--- src/rtl/osc_ctl_pkg.sv ---
package osc_ctl_pkg;
   localparam int unsigned BIT_STOP   = 7;
   localparam int unsigned BIT_NOSENSE = 6;
   localparam int unsigned BIT_FILT   = 5;
   localparam int unsigned BIT_FLAG   = 2;
   localparam int unsigned REG_W      = 8;

   typedef struct packed {
      logic stop_req;
      logic sense_off;
      logic filt_on;
   } osc_ctl_t;
endpackage

--- src/rtl/osc_ctl_reg.sv ---
module osc_ctl_reg
   import osc_ctl_pkg::*;
(
   input  logic             clk,
   input  logic             rst_n,
   input  logic             wr_en,
   input  logic [REG_W-1:0] wr_data,
   output osc_ctl_t         ctl_o
);
   osc_ctl_t ctl_q;

   always_ff @(posedge clk or negedge rst_n) begin
      if (!rst_n) begin
         ctl_q <= '0;
      end else if (wr_en) begin
         ctl_q.stop_req  <= wr_data[BIT_STOP];
         ctl_q.sense_off <= wr_data[BIT_NOSENSE];
         ctl_q.filt_on   <= wr_data[BIT_FILT];
      end
   end

   assign ctl_o = ctl_q;

   AST_WR_TAKE: assert property (@(posedge clk) disable iff (!rst_n)
      wr_en |=> (ctl_o.stop_req == $past(wr_data[BIT_STOP])) &&
                (ctl_o.filt_on == $past(wr_data[BIT_FILT])));
endmodule

--- src/rtl/osc_valid_filter.sv ---
module osc_valid_filter #(
   parameter int unsigned FILT_TICKS = 1000
) (
   input  logic clk,
   input  logic rst_n,
   input  logic run_i,
   input  logic tick_i,
   input  logic filt_on_i,
   output logic valid_o,
   output logic fall_o
);
   localparam int unsigned CW = (FILT_TICKS > 1) ? $clog2(FILT_TICKS) : 1;

   logic valid_q, valid_d, fall_q;
   logic mismatch;

   assign mismatch = (run_i != valid_q);

   generate
      if (FILT_TICKS < 1) begin : g_bad_cfg
         $error("osc_valid_filter: FILT_TICKS must be at least 1");
      end

      if (FILT_TICKS == 1) begin : g_single
         always_comb begin
            if (!filt_on_i)
               valid_d = run_i;
            else if (mismatch && tick_i)
               valid_d = run_i;
            else
               valid_d = valid_q;
         end
      end else begin : g_count
         logic [CW-1:0] cnt_q;
         logic          win_done;

         assign win_done = (cnt_q == CW'(FILT_TICKS - 1));

         always_ff @(posedge clk or negedge rst_n) begin
            if (!rst_n)
               cnt_q <= '0;
            else if (!filt_on_i || !mismatch)
               cnt_q <= '0;
            else if (tick_i)
               cnt_q <= win_done ? '0 : cnt_q + 1'b1;
         end

         always_comb begin
            if (!filt_on_i)
               valid_d = run_i;
            else if (mismatch && tick_i && win_done)
               valid_d = run_i;
            else
               valid_d = valid_q;
         end

         AST_CNT_RANGE: assert property (@(posedge clk) disable iff (!rst_n)
            int'(cnt_q) < FILT_TICKS);
         AST_GLITCH_HOLD: assert property (@(posedge clk) disable iff (!rst_n)
            (filt_on_i && cnt_q == '0 && mismatch) |=> $stable(valid_o));
      end
   endgenerate

   always_ff @(posedge clk or negedge rst_n) begin
      if (!rst_n) begin
         valid_q <= 1'b0;
         fall_q  <= 1'b0;
      end else begin
         valid_q <= valid_d;
         fall_q  <= valid_q & ~valid_d;
      end
   end

   assign valid_o = valid_q;
   assign fall_o  = fall_q;

   AST_BYPASS_FOLLOW: assert property (@(posedge clk) disable iff (!rst_n)
      !filt_on_i |=> (valid_o == $past(run_i)));
endmodule

--- src/rtl/osc_stop_flag.sv ---
module osc_stop_flag (
   input  logic clk,
   input  logic rst_n,
   input  logic fall_i,
   input  logic sense_off_i,
   input  logic wr_en,
   input  logic wr_flag_bit,
   output logic flag_o
);
   logic flag_q;

   always_ff @(posedge clk or negedge rst_n) begin
      if (!rst_n)
         flag_q <= 1'b1;
      else if (sense_off_i)
         flag_q <= 1'b0;
      else if (fall_i)
         flag_q <= 1'b1;
      else if (wr_en && !wr_flag_bit)
         flag_q <= 1'b0;
   end

   assign flag_o = flag_q;

   AST_SENSE_OFF: assert property (@(posedge clk) disable iff (!rst_n)
      sense_off_i |=> !flag_o);
   AST_FALL_SETS: assert property (@(posedge clk) disable iff (!rst_n)
      (fall_i && !sense_off_i) |=> flag_o);
   AST_NO_SW_SET: assert property (@(posedge clk) disable iff (!rst_n)
      (!fall_i && !flag_o) |=> !flag_o);
endmodule

--- src/rtl/osc_ctl_top.sv ---
module osc_ctl_top
   import osc_ctl_pkg::*;
#(
   parameter int unsigned SYS_CLK_MHZ = 200,
   parameter int unsigned FILT_US     = 5
) (
   input  logic       clk,
   input  logic       rst_n,
   input  logic       wr_en,
   input  logic [7:0] wr_data,
   input  logic       osc_run_i,
   input  logic       tick_i,
   output logic [7:0] rd_data,
   output logic       osc_en_o,
   output logic       clk_valid_o
);
   localparam int unsigned FILT_TICKS = SYS_CLK_MHZ * FILT_US;

   generate
      if (FILT_TICKS == 0) begin : g_bad_window
         $error("osc_ctl_top: glitch window evaluates to zero ticks");
      end
   endgenerate

   osc_ctl_t ctl;
   logic     run_eff;
   logic     fall;
   logic     flag;

   osc_ctl_reg u_reg (
      .clk     (clk),
      .rst_n   (rst_n),
      .wr_en   (wr_en),
      .wr_data (wr_data),
      .ctl_o   (ctl)
   );

   assign run_eff = osc_run_i & ~ctl.stop_req;

   osc_valid_filter #(.FILT_TICKS(FILT_TICKS)) u_filt (
      .clk       (clk),
      .rst_n     (rst_n),
      .run_i     (run_eff),
      .tick_i    (tick_i),
      .filt_on_i (ctl.filt_on),
      .valid_o   (clk_valid_o),
      .fall_o    (fall)
   );

   osc_stop_flag u_flag (
      .clk         (clk),
      .rst_n       (rst_n),
      .fall_i      (fall),
      .sense_off_i (ctl.sense_off),
      .wr_en       (wr_en),
      .wr_flag_bit (wr_data[BIT_FLAG]),
      .flag_o      (flag)
   );

   always_comb begin
      rd_data              = '0;
      rd_data[BIT_STOP]    = ctl.stop_req;
      rd_data[BIT_NOSENSE] = ctl.sense_off;
      rd_data[BIT_FILT]    = ctl.filt_on;
      rd_data[BIT_FLAG]    = flag;
   end

   assign osc_en_o = ~ctl.stop_req;

   AST_STOP_DROPS: assert property (@(posedge clk) disable iff (!rst_n)
      (ctl.stop_req && !ctl.filt_on) |=> !clk_valid_o);
   AST_EN_WRITE: assert property (@(posedge clk) disable iff (!rst_n)
      wr_en |=> (osc_en_o == !$past(wr_data[7])));
   AST_FALL_TO_FLAG: assert property (@(posedge clk) disable iff (!rst_n)
      ($fell(clk_valid_o) && !ctl.sense_off) |=> rd_data[2]);
endmodule

--- config.mk ---
export PLATFORM = sky130hd
export DESIGN_NAME = osc_ctl_top
export DESIGN_NICKNAME = d
export VERILOG_FILES = /design/src/rtl/osc_ctl_pkg.sv /design/src/rtl/osc_ctl_reg.sv /design/src/rtl/osc_valid_filter.sv /design/src/rtl/osc_stop_flag.sv /design/src/rtl/osc_ctl_top.sv
export SDC_FILE = /design/constraint.sdc
export NUM_CORES = 1
export LEC_CHECK = 0
export ABC_AREA = 1
export BUFFER_PORTS_ARGS = -buffer_cell sky130_fd_sc_hd__buf_2
export CAP_MARGIN = 15
export CORE_ASPECT_RATIO = 1.1
export CORE_UTILIZATION = 45
export DETAILED_ROUTE_END_ITERATION = 7
export PLACE_DENSITY_LB_ADDON = 0.3
export SETUP_SLACK_MARGIN = 0.3
export SYNTH_ARGS = -nofsm -noshare
export SYNTH_HDL_FRONTEND = slang
export SYNTH_SLANG_ARGS = --single-unit
--- constraint.sdc ---
create_clock -name clk -period 1.7 [get_ports clk]
set_input_delay 0.17 -clock clk [delete_from_list [all_inputs] [get_ports clk]]
set_output_delay 0.17 -clock clk [all_outputs]
set_load 0.03 [all_outputs]
# After elaboration in Yosys (flattened, before gate mapping)
# Cells that the tools add are included.
# totals
output_inout_bits	10
ff_bits	16
# classes
n_eq_ne	2
mux	8
addsub	1
reduce_logical	9
bitwise_logic	4
# ops
cell	n
two-way mux 10 bit	3
adder 10 x 1 -> 10 bit, second input constant	1
== test 10 bit, second input constant	1
two-way mux 1 bit	5
logical AND 1 bit	3
zero test 1 bit	3
nonzero test 3 bit	1
AND 1 bit	2
NOT 1 bit	2
nonzero test 2 bit	1
logical OR 1 bit	1
!= test 1 bit	1

# Logic depth before layout (Yosys ltp)
# Gate-level depths: netlist (run 1).
# depth
ltp_word	9
depth_mapped	11
ltp_nobuf	11

# By module
# From an unflattened synthesis (run 1), not the netlist that was laid out.
# unflattened
hier_cells	143
hier_area_um2	1052.3
# modules_own_cells
module	area_per_inst_um2	seq_area_each_um2	cells_each	n_inst
osc_valid_filter	830.8	300.3	113	1
osc_ctl_reg	112.6	75.1	13	1
osc_ctl_top	55.1	0.0	9	1
osc_stop_flag	53.8	26.3	8	1

# Least setup slack after synthesis (run 1)
# No wires, ideal clock.
# synth_path
path_kind	flip-flop to flip-flop
startpoint	register u_reg.ctl_q (netlist bit u_reg.ctl_o[2])
endpoint	register u_filt.g_count.cnt_q[3]
path_stages_with_launch	9
n_path_buf	1
synth_period_minus_slack_ps	1454
slack_ps	246
arrival_time_ps	1336
cell_sequence	dfrtp_1 > inv_2 > nand2_2 > nand2_2 > nand4_2 > buf_6 > nand2_1 > xor2_1 > nor2_1
# synth_via
elab_chain_len	6
elab_cells_between_ends	7
cone_classes	eq/ne: 1; mux: 1; bitwise: 2; reduce/logical: 3
# synth_rtl
item	line_no	source
start: declaration	osc_ctl_reg.sv:10	osc_ctl_t ctl_q;
NOT 1 bit *	n/a	
named net osc_en_o	osc_ctl_top.sv:14	output logic osc_en_o,
AND 1 bit *	osc_ctl_top.sv:38	assign run_eff = osc_run_i & ~ctl.stop_req;
!= test 1 bit *	osc_valid_filter.sv:17	assign mismatch = (run_i != valid_q);
zero test 1 bit *	osc_valid_filter.sv:42	else if (!filt_on_i || !mismatch)
logical OR 1 bit *	osc_valid_filter.sv:42	
two-way mux 10 bit or nonzero test 2 bit (tied branches)	n/a	
end signal: assignment	osc_valid_filter.sv:45	cnt_q <= win_done ? '0 : cnt_q + 1'b1;
end: declaration	osc_valid_filter.sv:34	logic [CW-1:0] cnt_q;
# Mark *: on every way through the listed nets, which the timed path passes. The rest lies on a longest branch.
# A chain may end at the register's enable or synchronous reset.

# Final worst setup path (run 1)
# layout_path
startpoint	register u_filt.g_count.cnt_q[1]
endpoint	register u_filt.valid_q (netlist: u_filt.valid_o)
# layout_via
elab_chain_len	4
# layout_rtl
item	line_no	source
== test 10 bit	osc_valid_filter.sv:37	assign win_done = (cnt_q == CW'(FILT_TICKS - 1));
logical AND 1 bit	osc_valid_filter.sv:51	else if (mismatch && tick_i && win_done)
two-way mux 1 bit	osc_valid_filter.sv:51	
two-way mux 1 bit	osc_valid_filter.sv:49	if (!filt_on_i)
named net u_filt.valid_d	osc_valid_filter.sv:14	logic valid_q, valid_d, fall_q;
end signal: assignment	osc_valid_filter.sv:69	valid_q <= valid_d;
end: declaration	osc_valid_filter.sv:14	
# The timed path passes the listed nets, and every way through them passes these cells.

==> metrics.txt, run 1 <==
Die Span X=45.7 um; Final Hold Vio Count=0; commonest non-fill, non-tap cell in the layout=nand2_1; clock tree buffer depth=2; Initial DRT Pass Iterations=4; RSZ-0062 raised after global routing=no; Worst VDD drop=0.629 mV; DIE AREA=0.00228 mm^2; Core Rows=17; Port-buffer cells=14; Mapped Area=943 um^2; wire per inst=9.83 um; PnR Total Power=0.899 mW; CTS tree=done; pin count of the biggest net entering global routing=17; Reg clk slew, reported paths=0.09 ns; status=complete, no violations; Post-Syn Area per Cell=7.67 um^2; Inserted Diodes=0; height of the chip=50.0 um; Post-synth EDFFs=0; Leakage=0.565 nW; setup_tns=0 ns; vias=769; distinct cell type count after synthesis=28; Residual DRC=0; clk root buf=clkbuf_4; Setup crit end kind=flip-flop; setup violators final=0; Final ANT Viol Nets=0; Setup CP Type=flip-flop to flip-flop; final period utilization=76.5%; total track usage=18.1%; Placed Cells incl. Taps=160; # fillers=208; Nets=155; fmax=769 MHz; skew final=0.00151 ns; Via density=4.58; vias in the first global route=713; Max Transition Viols Final=0; non-filler cells, final=168; GR Overflow Total=0; clk_lat worst skew=0.30 ns; Startpoint Class=flip-flop; Maximum Capacitance Violations=0; r2r worst-path depth=8; # clock sinks=16; DP HPWL=1.28 mm; worst hold path class=input port to flip-flop; I/O pin cnt=23; routability cong.=0.892; post-route minimum period=1.30 ns; Synth Register Bits=16; first-pass GRT wire length=2.88 mm; number of DRC markers in iteration 0=11; layout cells sized above 1=28.6%; Initial Util=47.2%; htree depth=1; post-synthesis sequential area ratio=42.6%; Ys Warns=0; area of the core=0.00200 mm^2; worst-path maximum fanout=3; Worst EP arrival=1.49 ns; synthesis-to-finish area growth=16.6%; most frequent cells in the layout=nand2_1 (30), inv_1 (17), buf_2 (14), dfrtp_1 (14), nor2_1 (12); initial antenna violation count=0; Worst Hold Path Cells=3; Post-synth ARST share=100%; worst path required time=1.89 ns; Power Dens Cells=818 mW/mm^2; final wirelength=1.65 mm; CTS buffer count=3; top_reg_cell synth=dfrtp_1; Gate Count Post-Synth=123
-- repair_timing --
action                                 4_1_cts  5_1_grt
endpoints found under the hold margin       15        0
gates resized for setup                      1        7
hold buffers                                 1        0
setup buffers                                1        2
setup endpoints to repair                    3       11
pin swaps                                    0        3
-- layer usage --
metal	up-vias	global-route usage, %	share of wire, %
li1	413	-	-
met1	340	21.9	46
met2	11	29.0	48
met3	5	2.20	1.8
met4	0	12.1	3.5
met5	-	0	0
-- stage by stage --
stage                     area (um^2)  util, %  worst slack (ns)  hold WS [ns]
after CTS                        1060     53.1             0.328        0.0537
final                            1100     55.0             0.400        0.0667
after global placement           1000     50.0             0.328         0.104
after floorplan                   958        -             0.342        -0.126
after detailed placement         1000     50.0             0.311         0.102
after global routing             1100     55.0             0.276        0.0900
-- power by group --
group / switching, mW / leakage, nW / internal (mW)
registers: 0.0197 / 0.209 / 0.410
logic: 0.135 / 0.334 / 0.0772
clock network: 0.126 / 0.0210 / 0.131
-- synthesized netlist by cell type, drive strengths merged (3+ instances only) --
cell type	number	area, um^2
o21ai	6	30.0
buf	8	63.8
nor2	13	56.3
nand2	38	158
inv	19	71.3
nand3	6	35.0
nand4	3	25.0
dfrtp	15	375
a21oi	4	23.8
-- critical path: stages, from the launching register on --
cell and delay (ns):
dfrtp_1 0.38, ha_2 0.20, nand2_2 0.07, inv_2 0.06, nand3_2 0.09, o21ai_1 0.17
nand2_1 0.08, o21ai_0 0.09, inv_1 0.05
-- layout make-up --
class / instances / area, um^2 / area share [%]
repair buffers: 18 / 103 / 9.33
inverters: 19 / 73.8 / 6.71
clock buffers: 4 / 36.3 / 3.30
flip-flops and latches: 16 / 403 / 36.6
multi-input cells: 83 / 449 / 40.8
well taps: 28 / 35.0 / 3.19
-- state kept, by name, indices dropped and copies added (netlist names) --
signal / flops
u_flag.flag_o: 1
u_filt.fall_o: 1
u_filt.valid_o: 1
u_reg.ctl_o: 3
u_filt.g_count.cnt_q: 10
-- path summary, 6_finish.rpt --
path                                                      from                                   to  slack [ns]
max                        u_filt.g_count.cnt_q[1]$_DFFE_PN0P_             u_filt.valid_o$_DFF_PN0_        0.40
min                                                 wr_data[6]           u_reg.ctl_o[1]$_DFFE_PN0P_        0.07
max reg2reg                u_filt.g_count.cnt_q[1]$_DFFE_PN0P_             u_filt.valid_o$_DFF_PN0_        0.40
min reg2reg                         u_reg.ctl_o[1]$_DFFE_PN0P_            u_flag.flag_o$_DFFE_PN1P_        0.43
max in group asynchronous                                rst_n            u_flag.flag_o$_DFFE_PN1P_        1.09
min in group asynchronous                                rst_n  u_filt.g_count.cnt_q[6]$_DFFE_PN0P_        0.30
-- cells by family (layout without fill, tap and decap cells) --
kind of cell	after synthesis	in the layout	synth area share, %
simple gates	63	63	31.6
buf+inv	27	41	14.3
flops	16	16	42.6
compound gates	14	14	8.89
fa+ha+maj	1	1	1.33
other cells	1	4	0.397
xor+xnor	1	1	0.929
No activity file was read; power rests on OpenSTA's default activity.
==> run 2: changes to the inputs <==
==> constraint.sdc (replaced) <==
create_clock -name clk -period 1.1 [get_ports clk]
set_input_delay 0.11 -clock clk [delete_from_list [all_inputs] [get_ports clk]]
set_output_delay 0.11 -clock clk [all_outputs]
set_load 0.03 [all_outputs]
==> metrics.txt, run 2 (synthesis results as in run 1) <==
status=finished with violations; violated checks=negative setup slack; pin count of the biggest net entering global routing=17 (unchanged); Leakage=0.729 nW (+29%); Clk pwr share=25.2% (-3.3 points); most frequent cells in the layout=buf_4 (27), nand2_1 (26), inv_1 (14); CTS tree=done; Maximum Capacitance Violations=0 (unchanged); reg2reg setup slack=-0.18 ns (-0.58 ns); cell-internal power=1.07 mW (+74%); Setup crit end kind=output port; Power Dens Cells=1090 mW/mm^2 (+34%); cell mode on critical path=buf_4; height of the chip=50.0 um (unchanged); initial antenna violation count=0 (unchanged); WP depth=4 (-4); Worst Hold Path Cells=3 (unchanged); Inserted Diodes=0 (unchanged); Setup CP Type=flip-flop to output port; DIE AREA=0.00228 mm^2 (unchanged); wire per inst=12.5 um (+28%); Initial DRT Pass Iterations=4 (unchanged); Nets=181 (+17%); Worst VDD drop=0.770 mV (+22%); setup violators final=16 (+16); skew final=0.00118 ns (-0.000333 ns); launch point of the worst path=u_reg.ctl_o[2]$_DFFE_PN0P_; final setup margin=-0.186 ns (-0.586 ns); post-route cell area=0.00145 mm^2 (+32%); part of the power in combinational logic=32.0% (+8.4 points); Switch Pwr=0.513 mW (+83%); worst path bufs/invs=4 (+2); area of the core=0.00200 mm^2 (unchanged); Largest register FFs=10 (unchanged); number of DRC markers in iteration 0=23 (+12); Core Rows=17 (unchanged); routability cong.=0.822 (-7.8%); family with the most delay on the worst path=flip-flops; non-filler cells, final=194 (+15%); cell area after placement=0.00117 mm^2 (+17%); Placed Cells incl. Taps=178 (+11%); Initial Util=47.2% (unchanged); Final ANT Viol Nets=0 (unchanged); htree depth=1 (unchanged); clk_lat worst skew=0.29 ns (about the same); Reg2Reg Launch Point=u_reg.ctl_o[2]$_DFFE_PN0P_; slowest CP cell=dfrtp_2; Max Transition Viols Final=0 (unchanged); Crit path largest cell delay=0.44 ns (+0.06 ns); Residual DRC=0 (unchanged); Worst EP arrival=1.18 ns (-0.31 ns); vias=928 (+21%); Die Span X=45.7 um (unchanged); total track usage=23.0% (+4.8 points); fmax=778 MHz; Reg with most FFs=u_filt.g_count.cnt_q; final period utilization=117%; final wirelength=2.43 mm (+47%); layout cells sized above 1=50.0% (+21 points); Port-buffer cells=14 (unchanged); Sw Ratio=32.4% (+1.1 points); Post-Place Setup Slack=-0.179 ns (-0.490 ns); # clock sinks=16 (unchanged); first-pass GRT wire length=3.73 mm (+29%); RSZ-0062 raised after global routing=yes; worst path required time=0.99 ns (-0.90 ns); I/O pin cnt=23 (unchanged); clock tree buffer depth=2 (unchanged); vias in the first global route=891 (+25%); commonest non-fill, non-tap cell in the layout=buf_4; fin util=72.7% (+18 points); reg2reg end=u_filt.g_count.cnt_q[9]$_DFFE_PN0P_; Via density=4.78 (+4.5%); clk root buf=clkbuf_4; synthesis-to-finish area growth=54.0%; Startpoint Class=flip-flop; post-route minimum period=1.29 ns; worst-path maximum fanout=3 (unchanged); worst path cell trace=inv_4 > buf_4 > buf_4 > buf_6; DP HPWL=1.48 mm (+15%); Reg clk slew, reported paths=0.09 ns (about the same); r2r worst-path depth=11 (+3); GR Overflow Total=0 (unchanged); worst hold path class=input port to flip-flop; # fillers=152 (-27%); setup_tns=-1.87 ns (-1.87 ns); CP Capture Point=osc_en_o; sequential group share of total power=42.8% (-5.0 points); CTS buffer count=3 (unchanged); Final Hold Vio Count=0 (unchanged)
## run 2: routing by layer
metal	vias to the layer above	routed length, um	part of all wire, %	GRT usage, %
met1	435	1050	43	28.5
li1	465	-	-	-
met4	0	51	2.1	13.1
met2	22	1280	53	36.4
met5	-	0	0	0
met3	6	51	2.1	3.66
## run 2: layout make-up
cell class	instances	area, um^2	share of cell area (%)
multi-input combinational	84	566	38.9
inverter	19	78.8	5.43
sequential	16	405	27.9
tap	28	35.0	2.41
clock buffer	4	36.3	2.50
timing repair buffer	43	332	22.8
## run 2: worst min-delay path by stage
| stage | startpoint | endpoint |
|---|---|---|
| global route | wr_data[6] | u_reg.ctl_o[1]$_DFFE_PN0P_ |
| CTS | wr_data[6] | u_reg.ctl_o[1]$_DFFE_PN0P_ |
| floorplan | rst_n | u_filt.fall_o$_DFF_PN0_ |
| finish | wr_data[6] | u_reg.ctl_o[1]$_DFFE_PN0P_ |
| detailed placement | rst_n | u_filt.g_count.cnt_q[9]$_DFFE_PN0P_ |
| global placement | rst_n | u_filt.g_count.cnt_q[7]$_DFFE_PN0P_ |
## run 2: worst reg2reg max path, delay by kind of cell, from the launching register on
family,cells,cell delay (ns)
AND/OR/NAND/NOR,9,0.66
flip-flops,1,0.44
buffers and inverters,2,0.14
## run 2: stage by stage
step	power (mW)	hold WS (ns)
floorplan	0.921	-0.186
global placement	1.02	0.0433
detailed placement	1.03	0.0460
CTS	1.54	0.00766
global route	1.65	0.0132
finish	1.59	0.0131
## run 2: power by group through the flow
| stage | combinational (mW) | sequential (mW) | clock (mW) |
|---|---|---|---|
| after detailed placement | 0.350 | 0.678 | 0 |
| after floorplan | 0.225 | 0.696 | 0 |
| after global routing | 0.542 | 0.683 | 0.428 |
| final | 0.507 | 0.680 | 0.399 |
| after global placement | 0.342 | 0.674 | 0 |
| after CTS | 0.463 | 0.673 | 0.407 |
## run 2: what timing repair did
item / in CTS / in global routing
resized for setup: 29 / 15
pin swaps: 3 / 5
cloned: 1 / 0
hold buffers: 1 / 0
setup endpoints to repair: 20 / 21
hold endpoints to repair: 15 / 0
buffers inserted: 6 / 4
